**config.mk**
```make
export PLATFORM = sky130hd
export DESIGN_NAME = rg_encoder
export DESIGN_NICKNAME = d
export VERILOG_FILES = /design/src/rtl/rg_pkg.sv /design/src/rtl/rg_code_gen.sv /design/src/rtl/rg_fifo.sv /design/src/rtl/rg_encoder.sv
export SDC_FILE = /design/constraint.sdc
export NUM_CORES = 1
export LEC_CHECK = 0
export BUFFER_PORTS_ARGS = -buffer_cell sky130_fd_sc_hd__buf_2
export CORE_MARGIN = 1
export CORE_UTILIZATION = 35
export DETAILED_ROUTE_END_ITERATION = 6
export PLACE_DENSITY = 0.6
export SLEW_MARGIN = 10
export SYNTH_ARGS = -nofsm -noshare
export SYNTH_HDL_FRONTEND = slang
export SYNTH_HIERARCHICAL = 1
export SYNTH_SLANG_ARGS = --single-unit
export TNS_END_PERCENT = 30
```
**constraint.sdc**
```tcl
create_clock -name clk -period 3.6 [get_ports clk]
set_input_delay 0.18 -clock clk [delete_from_list [all_inputs] [get_ports clk]]
set_output_delay 0.18 -clock clk [all_outputs]
set_load 0.1 [all_outputs]
```
**src/rtl/rg_pkg.sv**
```systemverilog
package rg_pkg;

    localparam int LEN_W = 32;

    typedef logic [LEN_W-1:0] len_t;

    // Unclipped code size: remainder field, unary run, closing zero.
    function automatic len_t rg_raw_len(input int unsigned div_bits, input len_t quo);
        return len_t'(div_bits + 1) + quo;
    endfunction

    // Clip a code size to the output word width.
    function automatic len_t rg_clip_len(input len_t raw, input int unsigned word_w);
        return (raw > len_t'(word_w)) ? len_t'(word_w) : raw;
    endfunction

endpackage

```
**src/rtl/rg_code_gen.sv**
```systemverilog
module rg_code_gen
    import rg_pkg::*;
#(
    parameter int SAMPLE_W = 16,
    parameter int CODE_W   = 32,
    parameter int DIV_BITS = 11
) (
    input  logic [SAMPLE_W-1:0] sample_i,
    output logic [CODE_W-1:0]   word_o,
    output len_t                len_o,
    output logic                ovf_o
);
    localparam int QUO_W = SAMPLE_W - DIV_BITS;

    logic [QUO_W-1:0]    quo;
    logic [DIV_BITS-1:0] rem;
    len_t                quo_ext;
    len_t                raw_len;

    assign quo     = sample_i[SAMPLE_W-1:DIV_BITS];
    assign rem     = sample_i[DIV_BITS-1:0];
    assign quo_ext = len_t'(quo);
    assign raw_len = rg_raw_len(DIV_BITS, quo_ext);
    assign ovf_o   = raw_len > len_t'(CODE_W);
    assign len_o   = rg_clip_len(raw_len, CODE_W);

    // Per-bit layout: remainder low, then a thermometer of the quotient.
    for (genvar i = 0; i < CODE_W; i++) begin : g_bit
        if (i < DIV_BITS) begin : g_rem
            assign word_o[i] = rem[i];
        end else begin : g_unary
            localparam len_t POS = len_t'(i - DIV_BITS);
            assign word_o[i] = (POS < quo_ext);
        end
    end

endmodule

```
**src/rtl/rg_fifo.sv**
```systemverilog
module rg_fifo #(
    parameter int W     = 32,
    parameter int DEPTH = 4
) (
    input  logic         clk,
    input  logic         rst,
    input  logic         wr_en,
    input  logic [W-1:0] wr_data,
    output logic         full,
    input  logic         rd_en,
    output logic [W-1:0] rd_data,
    output logic         empty
);
    localparam int AW = (DEPTH > 1) ? $clog2(DEPTH) : 1;

    logic [W-1:0] mem [DEPTH];
    logic [AW:0]  wr_ptr;
    logic [AW:0]  rd_ptr;
    logic         rd_fire;

    assign empty   = (wr_ptr == rd_ptr);
    assign full    = (wr_ptr[AW] != rd_ptr[AW]) && (wr_ptr[AW-1:0] == rd_ptr[AW-1:0]);
    assign rd_fire = rd_en && !empty;
    assign rd_data = mem[rd_ptr[AW-1:0]];

    always_ff @(posedge clk) begin
        if (wr_en && !full) begin
            mem[wr_ptr[AW-1:0]] <= wr_data;
        end
    end

    always_ff @(posedge clk) begin
        if (rst) begin
            wr_ptr <= '0;
            rd_ptr <= '0;
        end else begin
            if (wr_en && !full) wr_ptr <= wr_ptr + 1'b1;
            if (rd_fire)        rd_ptr <= rd_ptr + 1'b1;
        end
    end

    AST_FIFO_NO_OVERRUN: assert property (@(posedge clk) disable iff (rst)
        wr_en |-> !full) else $error("write into full FIFO");

    AST_FIFO_WRITE_VISIBLE: assert property (@(posedge clk) disable iff (rst)
        (wr_en && !rd_fire) |=> !empty) else $error("written entry not visible");

endmodule

```
**src/rtl/rg_encoder.sv**
```systemverilog
module rg_encoder
    import rg_pkg::*;
#(
    parameter int SAMPLE_W   = 16,
    parameter int CODE_W     = 32,
    parameter int DIV_BITS   = 11,
    parameter int FIFO_DEPTH = 4
) (
    input  logic                clk,
    input  logic                rst,
    input  logic                in_valid,
    input  logic [SAMPLE_W-1:0] in_sample,
    input  logic                code_rd_en,
    output logic [CODE_W-1:0]   code_data,
    output logic                code_empty,
    input  logic                len_rd_en,
    output logic [LEN_W-1:0]    len_data,
    output logic                len_empty,
    output logic                ovf_flag,
    output logic                exc_flag
);
    typedef struct packed {
        logic              valid;
        logic              ovf;
        len_t              len;
        logic [CODE_W-1:0] word;
    } stage_t;

    logic [CODE_W-1:0] gen_word;
    len_t              gen_len;
    logic              gen_ovf;
    stage_t            stg;
    logic              code_full;
    logic              len_full;
    logic              push;

    rg_code_gen #(
        .SAMPLE_W (SAMPLE_W),
        .CODE_W   (CODE_W),
        .DIV_BITS (DIV_BITS)
    ) gen_i (
        .sample_i (in_sample),
        .word_o   (gen_word),
        .len_o    (gen_len),
        .ovf_o    (gen_ovf)
    );

    // One register stage between the encoder and the FIFO writes.
    always_ff @(posedge clk) begin
        if (rst) begin
            stg      <= '0;
            ovf_flag <= 1'b0;
        end else begin
            stg.valid <= in_valid;
            stg.ovf   <= in_valid && gen_ovf;
            stg.len   <= gen_len;
            stg.word  <= gen_word;
            if (in_valid && gen_ovf) ovf_flag <= 1'b1;
        end
    end

    // Both FIFOs take an entry or neither does, so they stay paired.
    assign push = stg.valid && !code_full && !len_full;

    always_ff @(posedge clk) begin
        if (rst) begin
            exc_flag <= 1'b0;
        end else if (stg.valid && (code_full || len_full)) begin
            exc_flag <= 1'b1;
        end
    end

    rg_fifo #(.W(CODE_W), .DEPTH(FIFO_DEPTH)) code_fifo_i (
        .clk     (clk),
        .rst     (rst),
        .wr_en   (push),
        .wr_data (stg.word),
        .full    (code_full),
        .rd_en   (code_rd_en),
        .rd_data (code_data),
        .empty   (code_empty)
    );

    rg_fifo #(.W(LEN_W), .DEPTH(FIFO_DEPTH)) len_fifo_i (
        .clk     (clk),
        .rst     (rst),
        .wr_en   (push),
        .wr_data (stg.len),
        .full    (len_full),
        .rd_en   (len_rd_en),
        .rd_data (len_data),
        .empty   (len_empty)
    );

    AST_LEN_BOUNDS: assert property (@(posedge clk) disable iff (rst)
        stg.valid |-> (stg.len >= len_t'(DIV_BITS + 1)) && (stg.len <= len_t'(CODE_W)))
        else $error("length out of range");

    AST_UNARY_MATCHES_LEN: assert property (@(posedge clk) disable iff (rst)
        (stg.valid && !stg.ovf) |->
            (len_t'($countones(stg.word >> DIV_BITS)) == stg.len - len_t'(DIV_BITS + 1)))
        else $error("unary run disagrees with length");

    AST_OVF_FILLS_WORD: assert property (@(posedge clk) disable iff (rst)
        (stg.valid && stg.ovf) |->
            (len_t'($countones(stg.word >> DIV_BITS)) == len_t'(CODE_W - DIV_BITS)))
        else $error("overflowed code not filled");

    AST_OVF_STICKY: assert property (@(posedge clk) disable iff (rst)
        ovf_flag |=> ovf_flag) else $error("overflow flag cleared");

    AST_EXC_STICKY: assert property (@(posedge clk) disable iff (rst)
        exc_flag |=> exc_flag) else $error("exception flag cleared");

    AST_EXC_CAUSE: assert property (@(posedge clk) disable iff (rst)
        $rose(exc_flag) |-> $past(stg.valid)) else $error("exception without entry");

endmodule

```
==> results of run 1 <==
per-layer routing:
metal  up-vias  GRT usage, %  routed length, um
met5         -             0                 23
met4         4          4.24                533
met3        42          2.26                978
met2       119          20.5              11100
met1      3047          16.0               9660
li1       2869             -                  -
logic make-up (layout without fill, tap and decap cells):
logic type / after synthesis / count (layout) / synth area share [%]
adder cells (fa/ha/maj): 12 / 12 / 1.17
AND/OR/NAND/NOR: 135 / 135 / 6.29
buffers and inverters: 84 / 197 / 4.34
AO/OA/AOI/OAI: 57 / 57 / 2.96
flip-flops: 339 / 339 / 73.1
other: 1 / 26 / 0.0293
multiplexers: 64 / 64 / 11.3
XOR/XNOR: 12 / 12 / 0.822
power groups by stage:
| stage | Sequential [mW] | Combinational, mW | Clock (mW) |
|---|---|---|---|
| after floorplan | 4.56 | 2.55 | 0 |
| after global placement | 4.61 | 2.95 | 0 |
| after detailed placement | 4.62 | 2.96 | 0 |
| after CTS | 4.54 | 2.97 | 3.80 |
| after global routing | 4.56 | 3.06 | 3.95 |
| final | 4.53 | 2.92 | 3.72 |
critical path, delay by kind of cell, from the launching register on:
kind | cells | cell delay, ns
xor+xnor | 1 | 0.28
simple gates | 4 | 0.70
buf+inv | 3 | 0.68
compound gates | 1 | 0.21
flops | 1 | 0.52
worst paths after layout:
check                  startpoint                    end  slack (ns)  cells after the start
min                     len_rd_en   len_fifo_i/rd_ptr[2]         0.1                      4
max reg2reg  len_fifo_i/wr_ptr[1]  len_fifo_i/mem[0][14]        0.81                      9
max          len_fifo_i/wr_ptr[1]  len_fifo_i/mem[0][14]        0.81                      9
min reg2reg              exc_flag               exc_flag        0.46                      2
cell type report:
type / count / area [um2] / area share, %
repair buffers: 117 / 701 / 4.70
multi-input cells: 306 / 3010 / 20.2
clock inverters: 22 / 243 / 1.63
clock buffers: 44 / 982 / 6.59
well taps: 461 / 577 / 3.87
flip-flops and latches: 339 / 9350 / 62.7
inverters: 14 / 52.6 / 0.352
flip-flops by register name (all words and copies together) (netlist names), named ones only:
| register | count |
|---|---|
| stg | 65 |
| ovf_flag | 1 |
| len_fifo_i/rd_ptr | 3 |
| code_fifo_i/mem | 128 |
| code_fifo_i/wr_ptr | 3 |
| exc_flag | 1 |
| len_fifo_i/mem | 128 |
| len_fifo_i/wr_ptr | 3 |
| code_fifo_i/rd_ptr | 3 |
stage by stage:
step           util (%)  instances
2_1_floorplan         -        729
3_3_place_gp       38.0       1225
3_5_place_dp       38.0       1225
4_1_cts            41.7       1303
5_1_grt            41.7       1303
6_report           41.7       1303
placed cells by master, fill, tap and decap left out, types with 5 or more instances in the layout:
master and instances:
nor3b_1 9, xor2_1 6, nor2b_1 65, edfxtp_1 256
nor2_1 8, xnor2_1 6, a21oi_1 9, o21ai_0 13
conb_1 26, ha_1 12, and2_1 9, buf_2 88
buf_4 16, clkbuf_16 37, clkinv_2 5, dlygate4sd3_1 12
mux4_2 64, inv_1 14, dfxtp_1 81, nand2_1 17
nand3_1 8, a31oi_1 6, o211ai_1 10
cells in the mapped netlist, types with 4 or more instances:
master      n
a21oi_1     9
buf_1       6
dfxtp_1    83
xnor2_1     6
nor3b_1     9
o21ai_0    13
nand2_1    17
nor2b_1    65
mux4_2     64
nor2_1      8
xor2_1      6
nand3_1     8
inv_1      14
edfxtp_1  256
a31oi_1     8
buf_4      39
a41oi_1     4
and2_1      9
buf_6       7
ha_1       12
nand4_1     4
o211ai_1   10
buf_2      11
==> results.md, run 1 <==
* Antenna diode count at 0
* Switching pwr at a little under 4 mW
* Max-slew violations at 0
* Critical Path End Type: register
* Pleak at 5.11 nW
* Final Hold Viols at 0
* CTS tree: yes
* Total power at 11.2 mW
* Cell mode on critical path: buf_4
* Die area at about 37000 um2
* Hold/Removal Path Class: input pin to register
* Worst Max-Slew Pin Slew at 0.924 ns
* CTS sink count at 339
* Clk_lat worst skew at 0.51 ns
* Via density at 4.67
* Fin nets at approximately 850
* Post-DP HPWL at 13100 um
* Number of flops mapped to enable cells by yosys at roughly 260
* Seq cells post-synth at about 340
* Register clock-pin slew on the reported worst setup and hold paths at ~0.060 ns
* Tmin final at around 2.8 ns
* Sequential share of the synthesized area at 73.1%
* DR vias at 6081
* Routed WL per cell at approximately 17 um
* First-pass GRT wire length at 34800 um
* Primary FF master, synth: edfxtp_1
* Clk network pwr share at between 30 and 40%
* Pre-CTS setup slack at about 0.82 ns
* Hold WS at 0.0962 ns
* RSZ-0062 raised after global routing: no
* # H-tree levels at 2
* Synth top area share at 60.1%
* Mapped Area at ~13000 um2
* Critical-path cell list: xnor2_1 > nand2_1 > nor2_1 > nor3b_1 > buf_4 > inv_1 > a31oi_1 > and2_1 > buf_4
* Die H at 193 um
* Die width at 193 um
* DRC Markers at 4
* Synth area leaders: edfxtp_1, dfxtp_1, mux4_2, nor2b_1, buf_4
* Post-Synthesis Cells at 704
* Critical path class: register to register
* Largest net degree at the start of global routing at 41
* Max Clk Rate at 0.358 GHz
* Power density over the cells at roughly 750 nW/um2
* Sequential Power Share at 40.6%
* GR Overflow Total at 0
* Post-synthesis cell type count at 44
* Total Wirelength at 22300 um
* Fin crit share at ~78%
* IO Port Bufs at slightly below 90
* Fillers at around 3200
* Avg Cell Area, Syn at 18.2 um2
* Initial antenna violation count at 2
* Internal power at 7.30 mW
* FFs w/ async S/R, synth at 0%
* Dpl cell area at 13600 um2
* Final instance area at around 15000 um2
* Number of routed nets with antenna violations at 0
* Post-synth top area cell: edfxtp_1
* Outcome: finished with violations
* Worst Path Arrival at 2.93 ns
* Setup-failing EPs final at 0
* Root Buffer: clkbuf_16
* Failing checks: DRC
* MaxCap Viol Count at 0
* Share of cells above drive strength 1 at 28.1%
* Max stage delay cell, worst path: dfxtp_1
* Fin Setup TNS at 0 ns
* Post-CTS Setup Repair Bufs at 0
* Clk_skew at 0.0182 ns
* CP Data Required Time at 3.73 ns
* GRT Util Overall at 12.2%
* Initial Util at 35.8%
* Num CTS Buffers at 36
* Vias in the first global route at about 6200
* CP max FO at 32
* Peak supply drop at just over 0.3 mV
* IO Pins at 89
* Area grow syn2layout at 16.6%
* Core Area at between 30000 and 40000 um2
* Crit path largest cell delay at roughly 0.52 ns
* Drt initial violations at roughly 500
* FP Rows at 69
* Max-slew headroom at 38.3%
* CTS resizes at 0
* Post-route setup slack at 0.805 ns
* Yosys warns at 6
* Comb power frac at 26.2%
* Worst setup SP type: register
* Net Sw Frac at 34.7%
* Drt first pass iters at 7
* GPL Wtd Cong at approximately 0.79
* Hold_buf cts at 12
* Clock Path Buffers at 3
(Power assumes the default switching activity.)
==> inputs of run 2 (changes only) <==
==> constraint.sdc (replaced) <==
create_clock -name clk -period 2.3 [get_ports clk]
set_input_delay 0.115 -clock clk [delete_from_list [all_inputs] [get_ports clk]]
set_output_delay 0.115 -clock clk [all_outputs]
set_load 0.1 [all_outputs]
==> results.md, run 2 (synthesis results as in run 1) <==
* Via density at 4.64
* Final instance area at 16200 um2
* RSZ-0062 raised after global routing: no
* Hold WS at roughly 0.040 ns
* Core Area at roughly 36000 um2
* Drt first pass iters at 7
* Setup-failing EPs final at 0
* CP Capture Point: len_empty
* Share of cells above drive strength 1 at 31.2%
* Final core utilization at 45.4%
* # H-tree levels at 2
* IO Pins at between 80 and 90
* Number of routed nets with antenna violations at 0
* Register clock-pin slew on the reported worst setup and hold paths at around 0.060 ns
* GR Layer Usage met1 at between 15 and 20%
* Critical path launch point: len_fifo_i/wr_ptr[1]
* FP Rows at 69
* Crit path largest cell delay at between 0.4 and 0.5 ns
* IO Port Bufs at 88
* DR vias at 6115
* First-pass GRT wire length at 35700 um
* GR Overflow Total at 0
* Initial Util at 35.8%
* Pleak at 5.57 nW
* Post-DP HPWL at 14500 um
* Largest net degree at the start of global routing at 66
* Clock Path Buffers at 3
* Die area at roughly 37000 um2
* GRT Util Overall at 12.6%
* Worst Path Arrival at between 2 and 2.5 ns
* Worst setup SP type: register
* MaxCap Viol Count at 0
* Pre-CTS setup slack at 0.0755 ns
* Worst r2r src: len_fifo_i/wr_ptr[1]
* Hold/Removal Path Class: input pin to register
* Outcome: finished with violations
* Worst R2R Path Depth at 8
* Fin Setup TNS at 0 ns
* Peak supply drop at 0.526 mV
* Drt initial violations at approximately 320
* Clk_lat worst skew at around 0.51 ns
* Tmin final at 2.19 ns
* Clk_skew at 0.0152 ns
* Failing checks: DRC
* Initial antenna violation count at 3
* GPL Wtd Cong at 0.772
* Commonest non-fill, non-tap cell in the layout: edfxtp_1
* Die H at around 190 um
* Dpl cell area at 14900 um2
* Fin nets at 863
* Met2 usage at roughly 20%
* Critical-path cell list: xnor2_4 > nand2_2 > nor2_1 > buf_2
* Critical Path End Type: primary output
* Die width at 193 um
* Commonest non-fill, non-tap cells in the layout: edfxtp_1, dfxtp_1, buf_12
* Flop-to-flop setup slack at 0.17 ns
* Area grow syn2layout at 26.8%
* Post-route setup slack at 0.107 ns
* R2R Path End: code_fifo_i/mem[0][11]
* Grt met3 use at about 2.6%
* Final Hold Viols at 0
* Post-CTS Setup Repair Bufs at 0
* DRC Markers at 12
* Num CTS Buffers at 34
* Max-slew violations at 0
* Critical path class: register to primary output
* CP Data Required Time at 2.18 ns
* Gr busiest metal: met2
* Power density over the cells at roughly 1200 nW/um2
* Worst Max-Slew Pin Slew at between 0.7 and 0.8 ns
* Max stage delay cell, worst path: buf_2
* CTS tree: yes
* CP max FO at 6
* Vias in the first global route at 6199
* Routed WL per cell at 17.5 um
* CTS sink count at 339
* Total Wirelength at ~23000 um
* Max Clk Rate at 0.456 GHz
* Root Buffer: clkbuf_16
* Fin crit share at 95.3%
* Max-slew headroom at between 40% and 50%
==> run 2: cell types whose count changed in the layout (fill, tap and decap cells not counted), sizes merged, moves of 2 or more <==
cell / before / now
clkbuf: 44 / 48
buf: 105 / 121
clkinv: 11 / 6
clkinvlp: 3 / 1
diode: 0 / 2
==> run 2: worst max-delay path, delay by kind of cell (launching register included) <==
family / cells / cell delay (ns)
buffers and inverters: 1 / 0.49
and+or+nand+nor: 2 / 0.42
xor gates and xnor gates: 1 / 0.30
DFF: 1 / 0.36
==> run 2: how the worst min path moves through the flow <==
stage	depth (start not counted)	slack (ns)	start	end
CTS	4	0.02	len_rd_en	len_fifo_i/rd_ptr[2]
detailed placement	2	0.33	in_sample[2]	stg[2]
finish	4	0.04	in_sample[13]	stg[16]
floorplan	1	0.24	in_valid	stg[65]
global placement	2	0.32	in_sample[5]	stg[5]
global route	4	0.06	in_sample[13]	stg[16]
==> run 2: routing by layer <==
metal	part of all wire, %	up-vias
met4	2.1	2
met5	0.056	-
met1	46	3067
met2	47	116
li1	-	2891
met3	4.6	39
==> run 2: area by class of cell <==
class | instances | area (um2)
multi-input cells | 306 | 3120
fillers | 3026 | 19500
flip-flops and latches | 339 | 9360
well taps | 461 | 577
clock inverters | 15 | 224
diodes | 2 | 5.00
clock buffers | 47 | 941
repair buffers | 135 | 1940
inverters | 14 | 52.6
==> run 2: report_power, final <==
part	internal, mW	total [mW]	switching [mW]	leakage, nW
registers	6.90	7.10	0.197	3.05
clock network	3.46	5.67	2.20	0.565
logic	2.17	6.02	3.84	1.95
total	12.5	18.8	6.25	5.57
==> run 2: stage by stage <==
step                      total power [mW]  instances
after detailed placement              13.3       1242
final                                 18.8       1319
after CTS                             19.0       1317
after floorplan                       11.2        729
after global routing                  19.4       1317
after global placement                13.3       1242
==> run 2: timing repair <==
action	4_1_cts	5_1_grt
hold endpoints to repair	14	0
resized for setup	1	4
endpoints found under the setup margin	20	171
hold buffers	13	0
==> inputs of run 3 (changes only) <==
--- a/config.mk
+++ b/config.mk
@@ -6,8 +6,10 @@
 export NUM_CORES = 1
 export LEC_CHECK = 0
 export BUFFER_PORTS_ARGS = -buffer_cell sky130_fd_sc_hd__buf_2
+export CORE_ASPECT_RATIO = 0.6
 export CORE_MARGIN = 1
 export CORE_UTILIZATION = 35
+export CTS_BUF_LIST = sky130_fd_sc_hd__clkbuf_8
 export DETAILED_ROUTE_END_ITERATION = 6
 export PLACE_DENSITY = 0.6
 export SLEW_MARGIN = 10
==> results.md, run 3 (synthesis results as in run 1) <==
* Via density at 4.58
* Largest net degree at the start of global routing at 60
* GR Overflow Total at 0
* FP Rows at 53
* Num CTS Buffers at 49
* Metal2 WL at 9940 um
* Total Wirelength at approximately 23000 um
* Worst Max-Slew Pin Slew at 0.713 ns
* Comb power frac at 31.2%
* Tmin final at 2.20 ns
* Sequential Power Share at between 40% and 50%
* Number of routed nets with antenna violations at 0
* Internal power at 11.4 mW
* Fin crit share at 95.8%
* CP bufs+invs at 2
* GRT Util Overall at 12.6%
* Crit path largest cell delay at 0.54 ns
* Share of cells above drive strength 1 at roughly a third
* Top Layer Used: met4
* Drt first pass iters at 4
* Max Clk Rate at 0.454 GHz
* Clk_skew at 0.0122 ns
* Critical path class: register to primary output
* Worst Path Arrival at 2.09 ns
* Critical Path End Type: primary output
* Clk network pwr share at 28.1%
* Commonest non-fill, non-tap cell in the layout: edfxtp_1
* Worst setup SP type: register
* Final Hold Viols at 0
* CTS sink count at 339
* Max stage delay cell, worst path: mux4_2
* Max-slew headroom at 52.5%
* RSZ-0062 raised after global routing: no
* Clk_lat worst skew at between 0.5 and 0.6 ns
* Total power at 17.5 mW
* Fillers at around 3000
* Post-Place Cells at 1251
* IO Pins at 89
* Core Area at 35500 um2
* Critical-path cell list: buf_12 > mux4_2 > clkbuf_4
* Register clock-pin slew on the reported worst setup and hold paths at 0.07 ns
* CTS tree: yes
* Hold WS at 0.0476 ns
* Hold Startpoint: in_sample[12]
* Pleak at 5.47 nW
* CP max FO at 14
* Setup-failing EPs final at 0
* Vias in the first global route at about 6300
* Switching pwr at approximately 6 mW
* Outcome: completed
* Max-slew violations at 0
* Commonest non-fill, non-tap cells in the layout: edfxtp_1, dfxtp_1, nor2b_1
* Root Buffer: clkbuf_8
* Die H at 150 um
* Hold Path Depth at 4
* GPL Wtd Cong at between 0.7 and 0.8
* Antenna diode count at 0
* M1 wire length at 11600 um
* Drt initial violations at 401
* Final core utilization at ~44%
* Clock Path Buffers at 3
* WL met3 at about 1300 um
* Die area at 37300 um2
* MaxCap Viol Count at 0
* IO Port Bufs at 88
* DRC Markers at 0
* Worst r2r src: code_fifo_i/wr_ptr[2]
* Routed WL per cell at 17.2 um
* Critical Path Stages at 3
* Die width at approximately 250 um
* First-pass GRT wire length at 36100 um
* CP Data Required Time at 2.18 ns
* Fin nets at 884
* Initial antenna violation count at 0
* Worst R2R Path Depth at 7
* Net Sw Frac at 35.0%
* Final Non-Filler Cells at 1359
* Peak supply drop at 0.481 mV
* Area of the multi-input gates at between 3000 and 4000 um2
* Power density over the cells at ~1100 nW/um2
* Hold/Removal Path Class: input pin to register
* Reg area at between 9000 and 10000 um2
* Critical path's top delay family: multiplexers
* # H-tree levels at 2
* DR vias at 6231
* Post-DP HPWL at 15000 um
* Area grow syn2layout at 22.9%
* Initial Util at 36.0%
[run 3: final timing paths]
path	endpoint	slack [ns]
setup / recovery	len_data[8]	0.1
hold reg to reg	exc_flag	0.46
hold / removal	stg[16]	0.05
setup reg to reg	code_fifo_i/mem[1][22]	0.18
[run 3: what timing repair did]
action | CTS | global route
buffers inserted | 0 | 0
pin swaps | 0 | 0
hold endpoints to repair | 20 | 0
hold buffers | 16 | 0
endpoints found under the setup margin | 27 | 109
resized for setup | 5 | 12
[run 3: area by class of cell]
class | count | share of cell area [%]
Sequential cell | 339 | 59.6
Multi-Input combinational cell | 306 | 19.8
Timing Repair Buffer | 141 | 9.95
Clock buffer | 58 | 5.08
Tap cell | 467 | 3.72
Clock inverter | 34 | 1.55
Inverter | 14 | 0.334
[run 3: worst reg2reg max path: stages, from the launching register on]
cell	delay [ns]
dfxtp_1	0.50
xnor2_4	0.21
nor2_4	0.08
nor3b_4	0.26
inv_1	0.08
a31oi_1	0.22
and2_2	0.21
buf_12	0.23
[run 3: power groups by stage]
stage | Clock, mW | Sequential (mW) | Combinational [mW]
final | 4.92 | 7.12 | 5.46
after global placement | 0 | 7.24 | 5.46
after detailed placement | 0 | 7.26 | 5.46
after CTS | 5.08 | 7.13 | 5.51
after global routing | 5.35 | 7.16 | 5.65
after floorplan | 0 | 7.14 | 4.05
[run 3: routing by layer]
metal	track usage (%)	up-vias
met5	0	-
li1	-	2939
met1	18.9	3091
met2	17.8	159
met4	4.41	0
met3	3.03	42
[run 3: stage by stage]
stage                     setup slack [ns]  area [um2]  setup TNS (ns)
after global placement               0.144       14500               0
after CTS                          0.00247       15700               0
after global routing               0.00225       15700               0
after detailed placement             0.120       14500               0
final                               0.0966       15700               0
after floorplan                    -0.0628       13000          -13.01
